==> config.mk <==
export PLATFORM = sky130hd
export DESIGN_NAME = opnd2_shifter
export DESIGN_NICKNAME = d
export VERILOG_FILES = /design/src/rtl/opnd2_pkg.sv /design/src/rtl/opnd2_barrel.sv /design/src/rtl/opnd2_decode.sv /design/src/rtl/opnd2_shifter.sv
export SDC_FILE = /design/constraint.sdc
export NUM_CORES = 1
export LEC_CHECK = 0
export ABC_CLOCK_PERIOD_IN_PS = 4210
export BUFFER_PORTS_ARGS = -buffer_cell sky130_fd_sc_hd__buf_2
export CORE_MARGIN = 5
export CORE_UTILIZATION = 35
export DETAILED_ROUTE_END_ITERATION = 10
export PLACE_DENSITY = 0.54
export SLEW_MARGIN = 20
export SYNTH_ARGS = -nofsm -noshare
export SYNTH_HDL_FRONTEND = slang
export SYNTH_SLANG_ARGS = --single-unit
==> constraint.sdc <==
create_clock -name vclk -period 4.21
set_input_delay 0.2105 -clock vclk [all_inputs]
set_output_delay 0.2105 -clock vclk [all_outputs]
set_load 0.005 [all_outputs]
==> src/rtl/opnd2_pkg.sv <==
`timescale 1ns/1ps
package opnd2_pkg;
  typedef enum logic [1:0] {
    KIND_LSL = 2'd0,
    KIND_LSR = 2'd1,
    KIND_ASR = 2'd2,
    KIND_ROR = 2'd3
  } kind_e;

  typedef enum logic [1:0] {
    MODE_SHIFT_IMM = 2'd0,
    MODE_SHIFT_REG = 2'd1,
    MODE_ROT_IMM   = 2'd2,
    MODE_ROT_ALT   = 2'd3
  } mode_e;

  // datapath action chosen by the decoder
  typedef enum logic [2:0] {
    OP_PASS, OP_LEFT, OP_RIGHT, OP_ASR, OP_ROR, OP_RRX, OP_ZERO, OP_SIGN
  } op_e;

  // where the carry-out comes from
  typedef enum logic [1:0] {
    CSRC_IN, CSRC_BIT, CSRC_ZERO, CSRC_MSB
  } csrc_e;
endpackage

==> src/rtl/opnd2_barrel.sv <==
`timescale 1ns/1ps
// Log-depth right shifter; wrapped bits come back in rotate mode,
// otherwise the fill bit enters from the top.
module opnd2_barrel #(
  parameter int W = 32
) (
  input  logic [W-1:0]         i_data,
  input  logic [$clog2(W)-1:0] i_amt,
  input  logic                 i_rotate,
  input  logic                 i_fill,
  output logic [W-1:0]         o_data
);
  localparam int LG = $clog2(W);

  logic [LG:0][W-1:0] stage;
  assign stage[0] = i_data;

  for (genvar k = 0; k < LG; k++) begin : g_stage
    localparam int S = 1 << k;
    for (genvar i = 0; i < W; i++) begin : g_bit
      if (i + S < W) begin : g_in
        assign stage[k+1][i] = i_amt[k] ? stage[k][i+S] : stage[k][i];
      end else begin : g_top
        assign stage[k+1][i] = i_amt[k] ? (i_rotate ? stage[k][i+S-W] : i_fill)
                                        : stage[k][i];
      end
    end
  end

  assign o_data = stage[LG];
endmodule

==> src/rtl/opnd2_decode.sv <==
`timescale 1ns/1ps
// Turns mode, kind and amount into a datapath action, an effective
// count and a carry source.
module opnd2_decode
  import opnd2_pkg::*;
#(
  parameter int W     = 32,
  parameter int AMT_W = 8,
  parameter int ROT_W = 4
) (
  input  logic [1:0]           i_mode,
  input  logic [1:0]           i_kind,
  input  logic [AMT_W-1:0]     i_amount,
  output op_e                  o_op,
  output logic [$clog2(W)-1:0] o_n,
  output csrc_e                o_csrc,
  output logic [$clog2(W)-1:0] o_cidx,
  output logic                 o_sel_imm
);
  localparam int LG = $clog2(W);
  localparam logic [LG-1:0] TOP = LG'(W - 1);

  logic [LG-1:0] low_n;
  logic [LG-1:0] rot_n;
  logic          cnt_ge;
  logic          cnt_eq;

  assign low_n  = i_amount[LG-1:0];
  assign rot_n  = LG'({i_amount[ROT_W-1:0], 1'b0});
  assign cnt_ge = (int'(i_amount) >= W);
  assign cnt_eq = (int'(i_amount) == W);

  always_comb begin
    o_op      = OP_PASS;
    o_n       = low_n;
    o_csrc    = CSRC_IN;
    o_cidx    = '0;
    o_sel_imm = 1'b0;
    unique case (mode_e'(i_mode))
      MODE_SHIFT_IMM: begin
        unique case (kind_e'(i_kind))
          KIND_LSL: if (low_n != '0) begin
            o_op = OP_LEFT; o_csrc = CSRC_BIT; o_cidx = LG'(W) - low_n;
          end
          KIND_LSR: begin
            o_csrc = CSRC_BIT;
            if (low_n == '0) begin o_op = OP_ZERO;  o_cidx = TOP; end
            else             begin o_op = OP_RIGHT; o_cidx = low_n - 1'b1; end
          end
          KIND_ASR: begin
            o_csrc = CSRC_BIT;
            if (low_n == '0) begin o_op = OP_SIGN; o_cidx = TOP; end
            else             begin o_op = OP_ASR;  o_cidx = low_n - 1'b1; end
          end
          KIND_ROR: begin
            o_csrc = CSRC_BIT;
            if (low_n == '0) begin o_op = OP_RRX; o_cidx = '0; end
            else             begin o_op = OP_ROR; o_cidx = low_n - 1'b1; end
          end
        endcase
      end
      MODE_SHIFT_REG: begin
        if (i_amount != '0) begin
          unique case (kind_e'(i_kind))
            KIND_LSL: if (cnt_ge) begin
              o_op = OP_ZERO; o_csrc = cnt_eq ? CSRC_BIT : CSRC_ZERO; o_cidx = '0;
            end else begin
              o_op = OP_LEFT; o_csrc = CSRC_BIT; o_cidx = LG'(W) - low_n;
            end
            KIND_LSR: if (cnt_ge) begin
              o_op = OP_ZERO; o_csrc = cnt_eq ? CSRC_BIT : CSRC_ZERO; o_cidx = TOP;
            end else begin
              o_op = OP_RIGHT; o_csrc = CSRC_BIT; o_cidx = low_n - 1'b1;
            end
            KIND_ASR: begin
              o_csrc = CSRC_BIT;
              if (cnt_ge) begin o_op = OP_SIGN; o_cidx = TOP; end
              else        begin o_op = OP_ASR;  o_cidx = low_n - 1'b1; end
            end
            KIND_ROR: begin
              o_csrc = CSRC_BIT;
              if (low_n == '0) begin o_op = OP_PASS; o_cidx = TOP; end
              else             begin o_op = OP_ROR;  o_cidx = low_n - 1'b1; end
            end
          endcase
        end
      end
      default: begin
        o_sel_imm = 1'b1;
        o_n       = rot_n;
        if (rot_n != '0) begin
          o_op = OP_ROR; o_csrc = CSRC_MSB;
        end
      end
    endcase
  end
endmodule

==> src/rtl/opnd2_shifter.sv <==
`timescale 1ns/1ps
module opnd2_shifter
  import opnd2_pkg::*;
#(
  parameter int W     = 32,
  parameter int AMT_W = 8,
  parameter int IMM_W = 8,
  parameter int ROT_W = 4
) (
  input  logic [W-1:0]     i_opnd,
  input  logic [AMT_W-1:0] i_amount,
  input  logic [1:0]       i_kind,
  input  logic [1:0]       i_mode,
  input  logic             i_carry,
  output logic [W-1:0]     o_result,
  output logic             o_carry
);
  localparam int LG = $clog2(W);

  op_e           op;
  csrc_e         csrc;
  logic [LG-1:0] n;
  logic [LG-1:0] cidx;
  logic          sel_imm;

  opnd2_decode #(.W(W), .AMT_W(AMT_W), .ROT_W(ROT_W)) u_decode (
    .i_mode    (i_mode),
    .i_kind    (i_kind),
    .i_amount  (i_amount),
    .o_op      (op),
    .o_n       (n),
    .o_csrc    (csrc),
    .o_cidx    (cidx),
    .o_sel_imm (sel_imm)
  );

  logic [W-1:0] src;
  logic [W-1:0] src_rev;
  logic [W-1:0] bar_in;
  logic [W-1:0] bar_out;
  logic [W-1:0] bar_rev;

  assign src = sel_imm ? W'(i_opnd[IMM_W-1:0]) : i_opnd;

  // left shifts reuse the right shifter on bit-reversed data
  for (genvar i = 0; i < W; i++) begin : g_rev
    assign src_rev[i] = src[W-1-i];
    assign bar_rev[i] = bar_out[W-1-i];
  end

  assign bar_in = (op == OP_LEFT) ? src_rev : src;

  opnd2_barrel #(.W(W)) u_barrel (
    .i_data   (bar_in),
    .i_amt    (n),
    .i_rotate (op == OP_ROR),
    .i_fill   ((op == OP_ASR) & src[W-1]),
    .o_data   (bar_out)
  );

  always_comb begin
    unique case (op)
      OP_PASS:  o_result = src;
      OP_LEFT:  o_result = bar_rev;
      OP_RRX:   o_result = {i_carry, src[W-1:1]};
      OP_ZERO:  o_result = '0;
      OP_SIGN:  o_result = {W{src[W-1]}};
      default:  o_result = bar_out;
    endcase
  end

  always_comb begin
    unique case (csrc)
      CSRC_IN:   o_carry = i_carry;
      CSRC_BIT:  o_carry = src[cidx];
      CSRC_ZERO: o_carry = 1'b0;
      default:   o_carry = o_result[W-1];
    endcase
  end

  // port-level checks of the edge rules
  always_comb begin
    if (i_mode == 2'd1 && i_amount == '0) begin
      a_r5_zero_count_passes: assert (o_result == i_opnd && o_carry == i_carry)
        else $error("R5 register count zero altered operand or carry");
    end
    if (i_mode == 2'd1 && i_kind[1] == 1'b0 && int'(i_amount) > W) begin
      a_r6_beyond_width_clears: assert (o_result == '0 && o_carry == 1'b0)
        else $error("R6 logical shift beyond width not cleared");
    end
    if (i_mode == 2'd1 && i_kind == 2'd2 && int'(i_amount) >= W) begin
      a_r7_sign_flood: assert (o_result == {W{i_opnd[W-1]}} && o_carry == i_opnd[W-1])
        else $error("R7 arithmetic saturation wrong");
    end
    if (i_mode == 2'd0 && i_kind == 2'd3 && i_amount[LG-1:0] == '0) begin
      a_r4_rrx_through_carry: assert (o_result == {i_carry, i_opnd[W-1:1]} && o_carry == i_opnd[0])
        else $error("R4 rotate through carry wrong");
    end
    if (i_mode[1] && i_amount[ROT_W-1:0] != '0) begin
      a_r9_const_carry_msb: assert (o_carry == o_result[W-1] && o_result != '0 || i_opnd[IMM_W-1:0] == '0)
        else $error("R9 rotated constant carry or value wrong");
    end
  end
endmodule

==> metrics.md, run 1 <==
| Metric | Value |
|---|---|
| Status | `complete, no violations` |
| Pin count of the biggest net entering global routing | `66` |
| Share of cells above drive strength 1 | `24.16%` |
| Max Fanout on Critical Path | `9` |
| Startpoint types | `primary input` |
| Netlist Area Pre-Place | `5545 um^2` |
| Antenna violations before repair | `0` |
| Syn Area/Cell | `6.586 um^2` |
| Std cell rows | `46` |
| Initial Utilization | `35.29%` |
| Lkg Pwr | `2.545 nW` |
| FFs & Latches | `0` |
| Clock buffer count | `0` |
| Total track usage | `29.50%` |
| Clock network power share | `0%` |
| Via density | `7.022` |
| Crit. End Element | `output pin` |
| Crit path max-delay cell type | `o32a_1` |
| CORE AREA | `15710 um^2` |
| Max-Cap Viols | `0` |
| DRC | `0` |
| Cell count after synthesis | `842` |
| Ports | `78` |
| Final slew viol count | `0` |
| Final Critical Period | `4.083 ns` |
| Seq. cell area | `0 um^2` |
| Final Cell Area | `6429 um^2` |
| Die H | `135.9 um` |
| Die X | `135.9 um` |
| Final period util | `96.99%` |
| Hold bufs inserted after CTS | `0` |
| Comb power frac | `100.0%` |
| Grt ovf | `0` |
| Hold_ws | `1.023 ns` |
| Critical path type | `in2out` |
| Routed Antenna Nets | `0` |
| DR iter-0 viols | `1266` |
| Die ar. | `18460 um^2` |
| Buf/Inv on CP | `5` |
| Setup violators final | `0` |
| CP peak stage delay | `0.47 ns` |
| WL final | `28710 um` |
| Reg power frac | `0%` |
| Layout overhead on the synthesized area | `15.93%` |
| Total design power | `1.181 mW` |
| Setup TNS | `0 ns` |
| Final-report hold violation count | `0` |
| Most frequent cells in the layout | `89 x a21oi_1, 83 x nand2_1, 78 x buf_2, 66 x buf_4, 64 x nor2_1` |
| Ys Warns | `0` |
| Switching Fraction | `62.41%` |
| Fmax | `244.9 MHz` |
| Final Core Density | `40.91%` |
| Power Internal | `444.1 uW` |
| DR WL/cell | `25.77 um` |
| P per Cell Area | `183.7 nW/um^2` |
| Mapped Nets | `893` |
| TritonRoute pass-1 iters | `6` |
| Req. time, crit path | `4.00 ns` |
| IO buf count | `78` |
| Cell family with most CP delay | `compound AO/OA/AOI/OAI gates` |
| Vias in the first global route | `6925` |
| CP cell instances | `buf_2 -> inv_1 -> ha_1 -> inv_1 -> o32a_1 -> o221ai_4 -> buf_4 -> nor3_1 -> o21ai_1 -> a21oi_1 -> or3_1 -> o21ai_1 -> a211o_1 -> o311ai_1 -> buf_2` |
| Global-route wire length before repair | `42710 um` |
| Routed vias | `7822` |
| HPWL Detailed | `22020 um` |
| Placed instance area | `6366 um^2` |
| Arrival @ worst endpoint | `3.87 ns` |
| Worst-Margin Slew | `1.082 ns` |
| Unique cell type count in the Yosys netlist | `89` |
| Diodes inserted | `0` |
| Layout net count | `951` |
| Final Wtd Congestion | `1.035` |
| Commonest non-fill, non-tap cell in the layout | `a21oi_1` |
| Sequential area share after synthesis | `0%` |
| Switching power | `737.2 uW` |
| HP Class | `in2out` |
| Max_slew headroom | `26.93%` |
| VDD IR max | `0.05098 mV` |
-- cells in the mapped netlist (6+ instances only) --
cell type / instances / share of area (%)
a21oi_1: 90 / 8.1
nand2_1: 83 / 5.6
nor2_1: 66 / 4.5
mux2i_1: 63 / 11
clkbuf_1: 59 / 4.0
o21ai_0: 48 / 4.3
nor3_1: 31 / 2.8
nand3_1: 25 / 2.3
a211oi_1: 21 / 2.8
a31oi_1: 20 / 2.3
buf_2: 20 / 1.8
mux2_2: 18 / 3.7
a22oi_1: 17 / 2.3
a221oi_1: 14 / 2.2
o22ai_1: 14 / 1.6
mux4_2: 12 / 4.9
nor2b_1: 12 / 1.4
a22o_1: 11 / 1.7
inv_1: 10 / 0.68
nand2b_1: 10 / 1.1
o211ai_1: 10 / 1.4
a221o_1: 9 / 1.6
o21a_1: 9 / 1.2
buf_1: 8 / 0.54
o21ai_1: 8 / 0.72
and2_1: 7 / 0.79
a21o_1: 6 / 0.81
a311oi_1: 6 / 0.95
ha_1: 6 / 1.4
o221ai_1: 6 / 0.95
o32a_1: 6 / 1.1
-- tightest hold or removal path, delay by kind of cell --
family	cells	cell delay [ns]
compound gates	2	0.17
buf+inv	2	0.29
mux	1	0.14
-- cells by family after synthesis --
logic type      count (synthesis)  synth area share, %
compound gates                360                45.56
mux                            93                19.90
fa+ha+maj                       6                1.354
buf+inv                       102                7.762
simple gates                  278                24.95
xor+xnor                        3               0.4739
-- final cells by class --
| cell class | instances | area, um^2 |
|---|---|---|
| well taps | 216 | 270.3 |
| repair buffers | 147 | 945.9 |
| fillers | 1676 | 9284 |
| inverters | 11 | 41.29 |
| multi-input cells | 740 | 5171 |
-- final timing paths --
check | cells after the start | to | slack, ns | startpoint
worst max-delay path | 15 | o_result[18] | 0.13 | i_kind[0]
worst min-delay path | 5 | o_carry | 1.02 | i_carry
-- through the flow --
stage,worst slack [ns],cells
6_report,0.1267,1114
5_1_grt,-0.01665,1114
4_1_cts,0.1325,1111
3_5_place_dp,0.1330,1111
3_3_place_gp,0.1304,1111
2_1_floorplan,0.2606,842
-- routing by layer --
| metal | GRT usage [%] | vias up | share of wire [%] |
|---|---|---|---|
| li1 | - | 3429 | - |
| met4 | 10.86 | 0 | 4.9 |
| met2 | 43.20 | 584 | 41 |
| met3 | 5.292 | 118 | 13 |
| met5 | 0 | - | 0 |
| met1 | 42.89 | 3691 | 42 |
-- power by group through the flow --
stage / Combinational, mW / Clock [mW] / Sequential [mW]
floorplan: 0.702 / 0 / 0
global placement: 1.13 / 0 / 0
detailed placement: 1.12 / 0 / 0
CTS: 1.12 / 0 / 0
global route: 1.24 / 0 / 0
finish: 1.18 / 0 / 0
-- timing repair --
action / 4_1_cts / 5_1_grt
endpoints found under the setup margin: 0 / 19
buffers inserted: 0 / 3
gates resized for setup: 0 / 11
Power figures use the tool's default switching activity.
==> run 2: changes to the inputs <==
==> constraint.sdc (replaced) <==
create_clock -name vclk -period 4.21
set_input_delay 0.842 -clock vclk [all_inputs]
set_output_delay 0.842 -clock vclk [all_outputs]
set_load 0.005 [all_outputs]
==> run 2 against run 1 <==
The flow now finishes with violations (setup timing). Combinational power grew 44%. Final area grew 46%. Wire length grew 17%. Global-route usage grew 5.4 points. First-iteration DRC count shrank 26%. Clock-buffer cell count is the same. Die area is the same. Non-clock buffer count grew 231.
==> metrics.md, run 2 (synthesized netlist as in run 1, its figures left out) <==
| Metric | Value |
|---|---|
| Pin count of the biggest net entering global routing | `38` |
| Fill cells | `1475` |
| Worst-Margin Slew | `0.5269 ns` |
| Final Wtd Congestion | `1.062` |
| Layout net count | `1182` |
| Req. time, crit path | `3.37 ns` |
| Max_slew headroom | `64.72%` |
| CORE AREA | `15710 um^2` |
| Lkg Pwr | `3.992 nW` |
| Ports | `78` |
| DR iter-0 viols | `934` |
| Grt ovf | `0` |
| Startpoint types | `primary input` |
| Switching power | `923.1 uW` |
| P per Cell Area | `180.9 nW/um^2` |
| Status | `finished with violations` |
| DR WL/cell | `24.88 um` |
| Routed vias | `8636` |
| TritonRoute pass-1 iters | `6` |
| DRC | `0` |
| Post-Place Worst Slack | `-1.009 ns` |
| Max Fanout on Critical Path | `7` |
| WL final | `33460 um` |
| Share of cells above drive strength 1 | `52.26%` |
| Seq. cell area | `0 um^2` |
| Total design power | `1.703 mW` |
| Most frequent cells in the layout | `270 x buf_4, 81 x nand2_1, 76 x a21oi_1, 74 x buf_2, 58 x mux2i_1` |
| Die ar. | `18460 um^2` |
| Max-Cap Viols | `0` |
| Crit. End Element | `output pin` |
| Final period util | `116.6%` |
| Final slew viol count | `0` |
| HPWL Detailed | `26560 um` |
| Initial Utilization | `35.29%` |
| Die X | `135.9 um` |
| Setup slack after layout | `-0.6972 ns` |
| Layout overhead on the synthesized area | `69.72%` |
| Reg power frac | `0%` |
| Hold_ws | `2.201 ns` |
| Diodes inserted | `0` |
| Antenna violations before repair | `0` |
| Final-report hold violation count | `0` |
| Area of the multi-input gates | `6168 um^2` |
| Vias in the first global route | `8265` |
| Switching Fraction | `54.22%` |
| Std cell rows | `46` |
| Routed Antenna Nets | `0` |
| Power Internal | `779.5 uW` |
| Global-route wire length before repair | `49610 um` |
| Clock buffer count | `0` |
| Violated checks | `setup timing` |
| Die H | `135.9 um` |
| Commonest non-fill, non-tap cell in the layout | `buf_4` |
| Fmax | `203.8 MHz` |
| Via density | `6.421` |
| IO buf count | `78` |
| Final Critical Period | `4.907 ns` |
| Critical path type | `in2out` |
| FFs & Latches | `0` |
| Total track usage | `34.89%` |
| VDD IR max | `0.09526 mV` |
| Unrepaired setup endpoints after global routing | `true` |
| HP Class | `in2out` |
| Arrival @ worst endpoint | `4.07 ns` |
| Comb power frac | `100.0%` |
| Clock network power share | `0%` |
| Setup violators final | `33` |
-- run 2: cell count changes in the layout (fill, tap and decap cells not counted), moves of 11 or more --
| cell | before | now |
|---|---|---|
| o21ai_2 | 1 | 16 |
| o21ai_0 | 45 | 27 |
| a211oi_1 | 20 | 9 |
| a21oi_1 | 89 | 76 |
| buf_4 | 66 | 270 |
| a21oi_2 | 1 | 13 |
| buf_6 | 0 | 15 |
-- run 2: final cells by class --
type	instances	share of cell area (%)
Inverter	11	0.6248
Multi-Input combinational cell	740	65.54
Tap cell	216	2.872
Timing Repair Buffer	378	30.96
-- run 2: path summary, 6_finish.rpt --
kind / startpoint / endpoint / slack (ns) / cells past startpoint
setup / recovery: i_kind[0] / o_result[25] / -0.70 / 20
hold / removal: i_carry / o_carry / 2.20 / 5
-- run 2: worst max-delay path, stage by stage --
cell	delay, ns
buf_6	0.08
inv_4	0.04
ha_4	0.17
nor4bb_4	0.28
buf_4	0.16
a311o_1	0.18
buf_4	0.15
o221ai_4	0.10
buf_12	0.17
buf_12	0.14
buf_4	0.15
o21ai_2	0.12
o211ai_1	0.22
buf_4	0.21
a21oi_2	0.14
o221ai_2	0.17
mux2_4	0.31
o221a_1	0.21
nor2_1	0.10
buf_2	0.12
-- run 2: metal layers --
layer / up-vias / global-route usage (%) / part of all wire (%)
li1: 3888 / - / -
met1: 4124 / 47.32 / 41
met2: 527 / 56.14 / 45
met3: 97 / 5.366 / 9.2
met4: 0 / 12.54 / 4.4
met5: - / 0 / 0
-- run 2: power by group through the flow --
stage / Sequential (mW) / Combinational (mW) / Clock [mW]
floorplan: 0 / 0.754 / 0
global placement: 0 / 1.45 / 0
detailed placement: 0 / 1.44 / 0
CTS: 0 / 1.57 / 0
global route: 0 / 1.79 / 0
finish: 0 / 1.70 / 0
-- run 2: what timing repair did --
action                                  CTS  global route
pin swaps                                46            49
resized for setup                       123            87
cloned                                    1             0
setup buffers                            13             6
endpoints found under the setup margin   33            33
hold buffers                              0             0
endpoints found under the hold margin     0             0
-- run 2: through the flow --
step / cell area, um^2 / setup TNS (ns) / utilization, % / std cells
global route: 9412 / -23.41 / 59.90 / 1345
finish: 9412 / -19.93 / 59.90 / 1345
CTS: 8949 / -18.82 / 56.95 / 1339
floorplan: 5841 / -12.14 / - / 842
detailed placement: 8259 / -26.06 / 52.56 / 1326
global placement: 8259 / -25.37 / 52.56 / 1326
==> run 3: changes to the inputs <==
--- a/config.mk
+++ b/config.mk
@@ -10,8 +10,10 @@
 export CORE_MARGIN = 5
 export CORE_UTILIZATION = 35
 export DETAILED_ROUTE_END_ITERATION = 10
-export PLACE_DENSITY = 0.54
+export PLACE_DENSITY = 0.55
 export SLEW_MARGIN = 20
 export SYNTH_ARGS = -nofsm -noshare
 export SYNTH_HDL_FRONTEND = slang
+export SYNTH_HIERARCHICAL = 1
 export SYNTH_SLANG_ARGS = --single-unit
+export TNS_END_PERCENT = 10
==> run 3 against run 2 <==
The flow still finishes with violations (setup timing). Synthesized cell count is 20% lower. Critical path depth is 2 higher. Combinational power is 19% lower. Critical endpoint is now o_carry. Highest routed layer unchanged.
==> metrics.md, run 3 <==
| Metric | Value |
|---|---|
| Status | `finished with violations` |
| Violated checks | `setup timing` |
| CORE AREA | `13770 um^2` |
| Commonest non-fill, non-tap cell in the layout | `buf_4` |
| Seq. cell area | `0 um^2` |
| Routed vias | `6472` |
| Ys Warns | `6` |
| Ports | `78` |
| Vias in the first global route | `6189` |
| TritonRoute pass-1 iters | `5` |
| Max Fanout on Critical Path | `7` |
| Most frequent cells in the layout | `183 x buf_4, 76 x nand2_1, 76 x buf_2, 66 x nor2_1, 56 x a21oi_1` |
| Lkg Pwr | `3.172 nW` |
| HPWL Detailed | `17770 um` |
| Std cell rows | `43` |
| Final Core Density | `54.74%` |
| Synth Area in Compound Gates | `32.77%` |
| P per Cell Area | `182.4 nW/um^2` |
| Layout overhead on the synthesized area | `54.99%` |
| Unique cell type count in the Yosys netlist | `69` |
| WL final | `22160 um` |
| HP Class | `in2out` |
| Reg power frac | `0%` |
| DRC | `0` |
| Power Internal | `678.0 uW` |
| DR WL/cell | `20.62 um` |
| Grt ovf | `0` |
| Most common cell in the netlist | `nand2_1` |
| FFs & Latches | `0` |
| IO buf count | `78` |
| Initial Utilization | `35.32%` |
| Yosys top cell area share | `12.55%` |
| CP peak stage delay | `0.49 ns` |
| Final Critical Period | `5.972 ns` |
| VDD IR max | `0.08572 mV` |
| Antenna violations before repair | `0` |
| Max_slew headroom | `53.34%` |
| Cell count after synthesis | `673` |
| Die ar. | `16360 um^2` |
| Netlist Area Pre-Place | `4865 um^2` |
| Clock network power share | `0%` |
| Final slew viol count | `0` |
| Global-route wire length before repair | `34150 um` |
| Crit. Startpoint | `i_amount[0]` |
| Share of cells above drive strength 1 | `50.39%` |
| Die X | `127.9 um` |
| Comb power frac | `100.0%` |
| Syn Area/Cell | `7.228 um^2` |
| Layout net count | `949` |
| Fmax | `167.4 MHz` |
| Crit. End Element | `output pin` |
| Most instantiated cells after synthesis | `91 x nand2_1, 81 x a21oi_1, 69 x nor2_1, 61 x mux2i_1, 52 x o21ai_0` |
| Die H | `127.9 um` |
| Req. time, crit path | `3.37 ns` |
| Sequential area share after synthesis | `0%` |
| Via density | `6.020` |
| Final Wtd Congestion | `0.9493` |
| Synth Area in Simple Gates | `19.68%` |
| Unrepaired setup endpoints after global routing | `true` |
| Critical path type | `in2out` |
| Routed Antenna Nets | `0` |
| Total track usage | `25.76%` |
| Switching power | `697.0 uW` |
| Diodes inserted | `0` |
| Dominant cells by area after synthesis | `mux2i_1 13%, mux4_2 12%, mux4_1 8.6%` |
| CP cell instances | `buf_8 -> inv_8 -> ha_4 -> or3b_4 -> buf_6 -> o311a_4 -> a32o_2 -> or3_4 -> buf_12 -> buf_8 -> nand2_4 -> o21ai_4 -> mux4_2 -> mux2_4 -> mux2i_2 -> mux2i_1 -> mux2i_1 -> nor2_1 -> a21oi_1 -> a21oi_2 -> a311o_1 -> buf_2` |
| Post-synthesis xor/xnor area fraction | `0.5401%` |
| Pin count of the biggest net entering global routing | `42` |
| Setup TNS | `-51.44 ns` |
| Setup slack after layout | `-1.762 ns` |
| Cell taking the most area after synthesis | `mux2i_1` |
| Switching Fraction | `50.69%` |
| Worst-Margin Slew | `0.6973 ns` |
| Hold bufs inserted after CTS | `0` |
| Setup violators final | `33` |
| Adder-Cell Fraction of Synth Area | `1.800%` |
| Startpoint types | `primary input` |
| Arrival @ worst endpoint | `5.13 ns` |
| Final-report hold violation count | `0` |
| Max-Cap Viols | `0` |
| HP Start | `i_opnd[30]` |
| Mapped Nets | `725` |
| Final period util | `141.9%` |
| Clock buffer count | `0` |
| DR iter-0 viols | `620` |
| Crit path max-delay cell type | `mux4_2` |
| Largest family of logic cells by synthesized area | `multiplexers` |
| Mux contribution to synthesized area | `36.86%` |
## run 3: changes by cell type after synthesis, moves of 10 or more
cell / before / now
a22o_1: 11 / 1
a221oi_1: 14 / 1
mux4_1: 0 / 16
nand3_1: 25 / 1
mux4_2: 12 / 25
nor3_1: 31 / 7
clkbuf_1: 59 / 40
a211oi_1: 21 / 1
## run 3: cell families after synthesis
kind of cell,Yosys count
compound gates,249
simple gates,212
mux,119
buf+inv,83
fa+ha+maj,7
xor+xnor,3
## run 3: cell type report
cell class,instances,area (um^2)
fillers,1325,6233
inverters,18,92.59
multi-input cells,590,4960
well taps,180,225.2
repair buffers,287,2262
## run 3: per-stage QoR
step	power [mW]	hold slack, ns	std cells	setup WS, ns	cell area (um^2)
finish	1.375	2.205	1075	-1.762	7540
global route	1.464	2.243	1075	-1.896	7540
CTS	1.291	2.200	1069	-1.709	7242
detailed placement	1.235	2.194	1057	-2.168	6929
global placement	1.218	2.183	1057	-2.009	6929
floorplan	0.6799	1.861	673	-1.432	5055
## run 3: what timing repair did
action	CTS	global route
endpoints found under the hold margin	0	0
gates resized for setup	52	69
gates cloned	2	0
pin swaps	19	17
setup endpoints to repair	33	33
setup buffers	11	8
## run 3: critical path: cells and delay by family
| kind | cells | cell delay (ns) |
|---|---|---|
| multiplexers | 5 | 1.26 |
| adder cells (fa/ha/maj) | 1 | 0.11 |
| AND/OR/NAND/NOR | 4 | 1.00 |
| buffers and inverters | 6 | 0.73 |
| AO/OA/AOI/OAI | 6 | 1.20 |
## run 3: power groups by stage
stage | Clock (mW) | Sequential (mW) | Combinational (mW)
floorplan | 0 | 0 | 0.680
global placement | 0 | 0 | 1.22
detailed placement | 0 | 0 | 1.23
CTS | 0 | 0 | 1.29
global route | 0 | 0 | 1.46
finish | 0 | 0 | 1.38
## run 3: worst paths after layout
check / depth (start not counted) / end / slack (ns)
min: 4 / o_result[29] / 2.21
max: 22 / o_carry / -1.76
## run 3: per-layer routing
metal  routed length [um]  GRT usage (%)  vias to the layer above
met5                    0              0                        -
met4                  829          8.365                        0
met3                 1632          3.042                       51
met2                10110          42.17                      338
met1                 9593          35.30                     3088
li1                     -              -                     2995
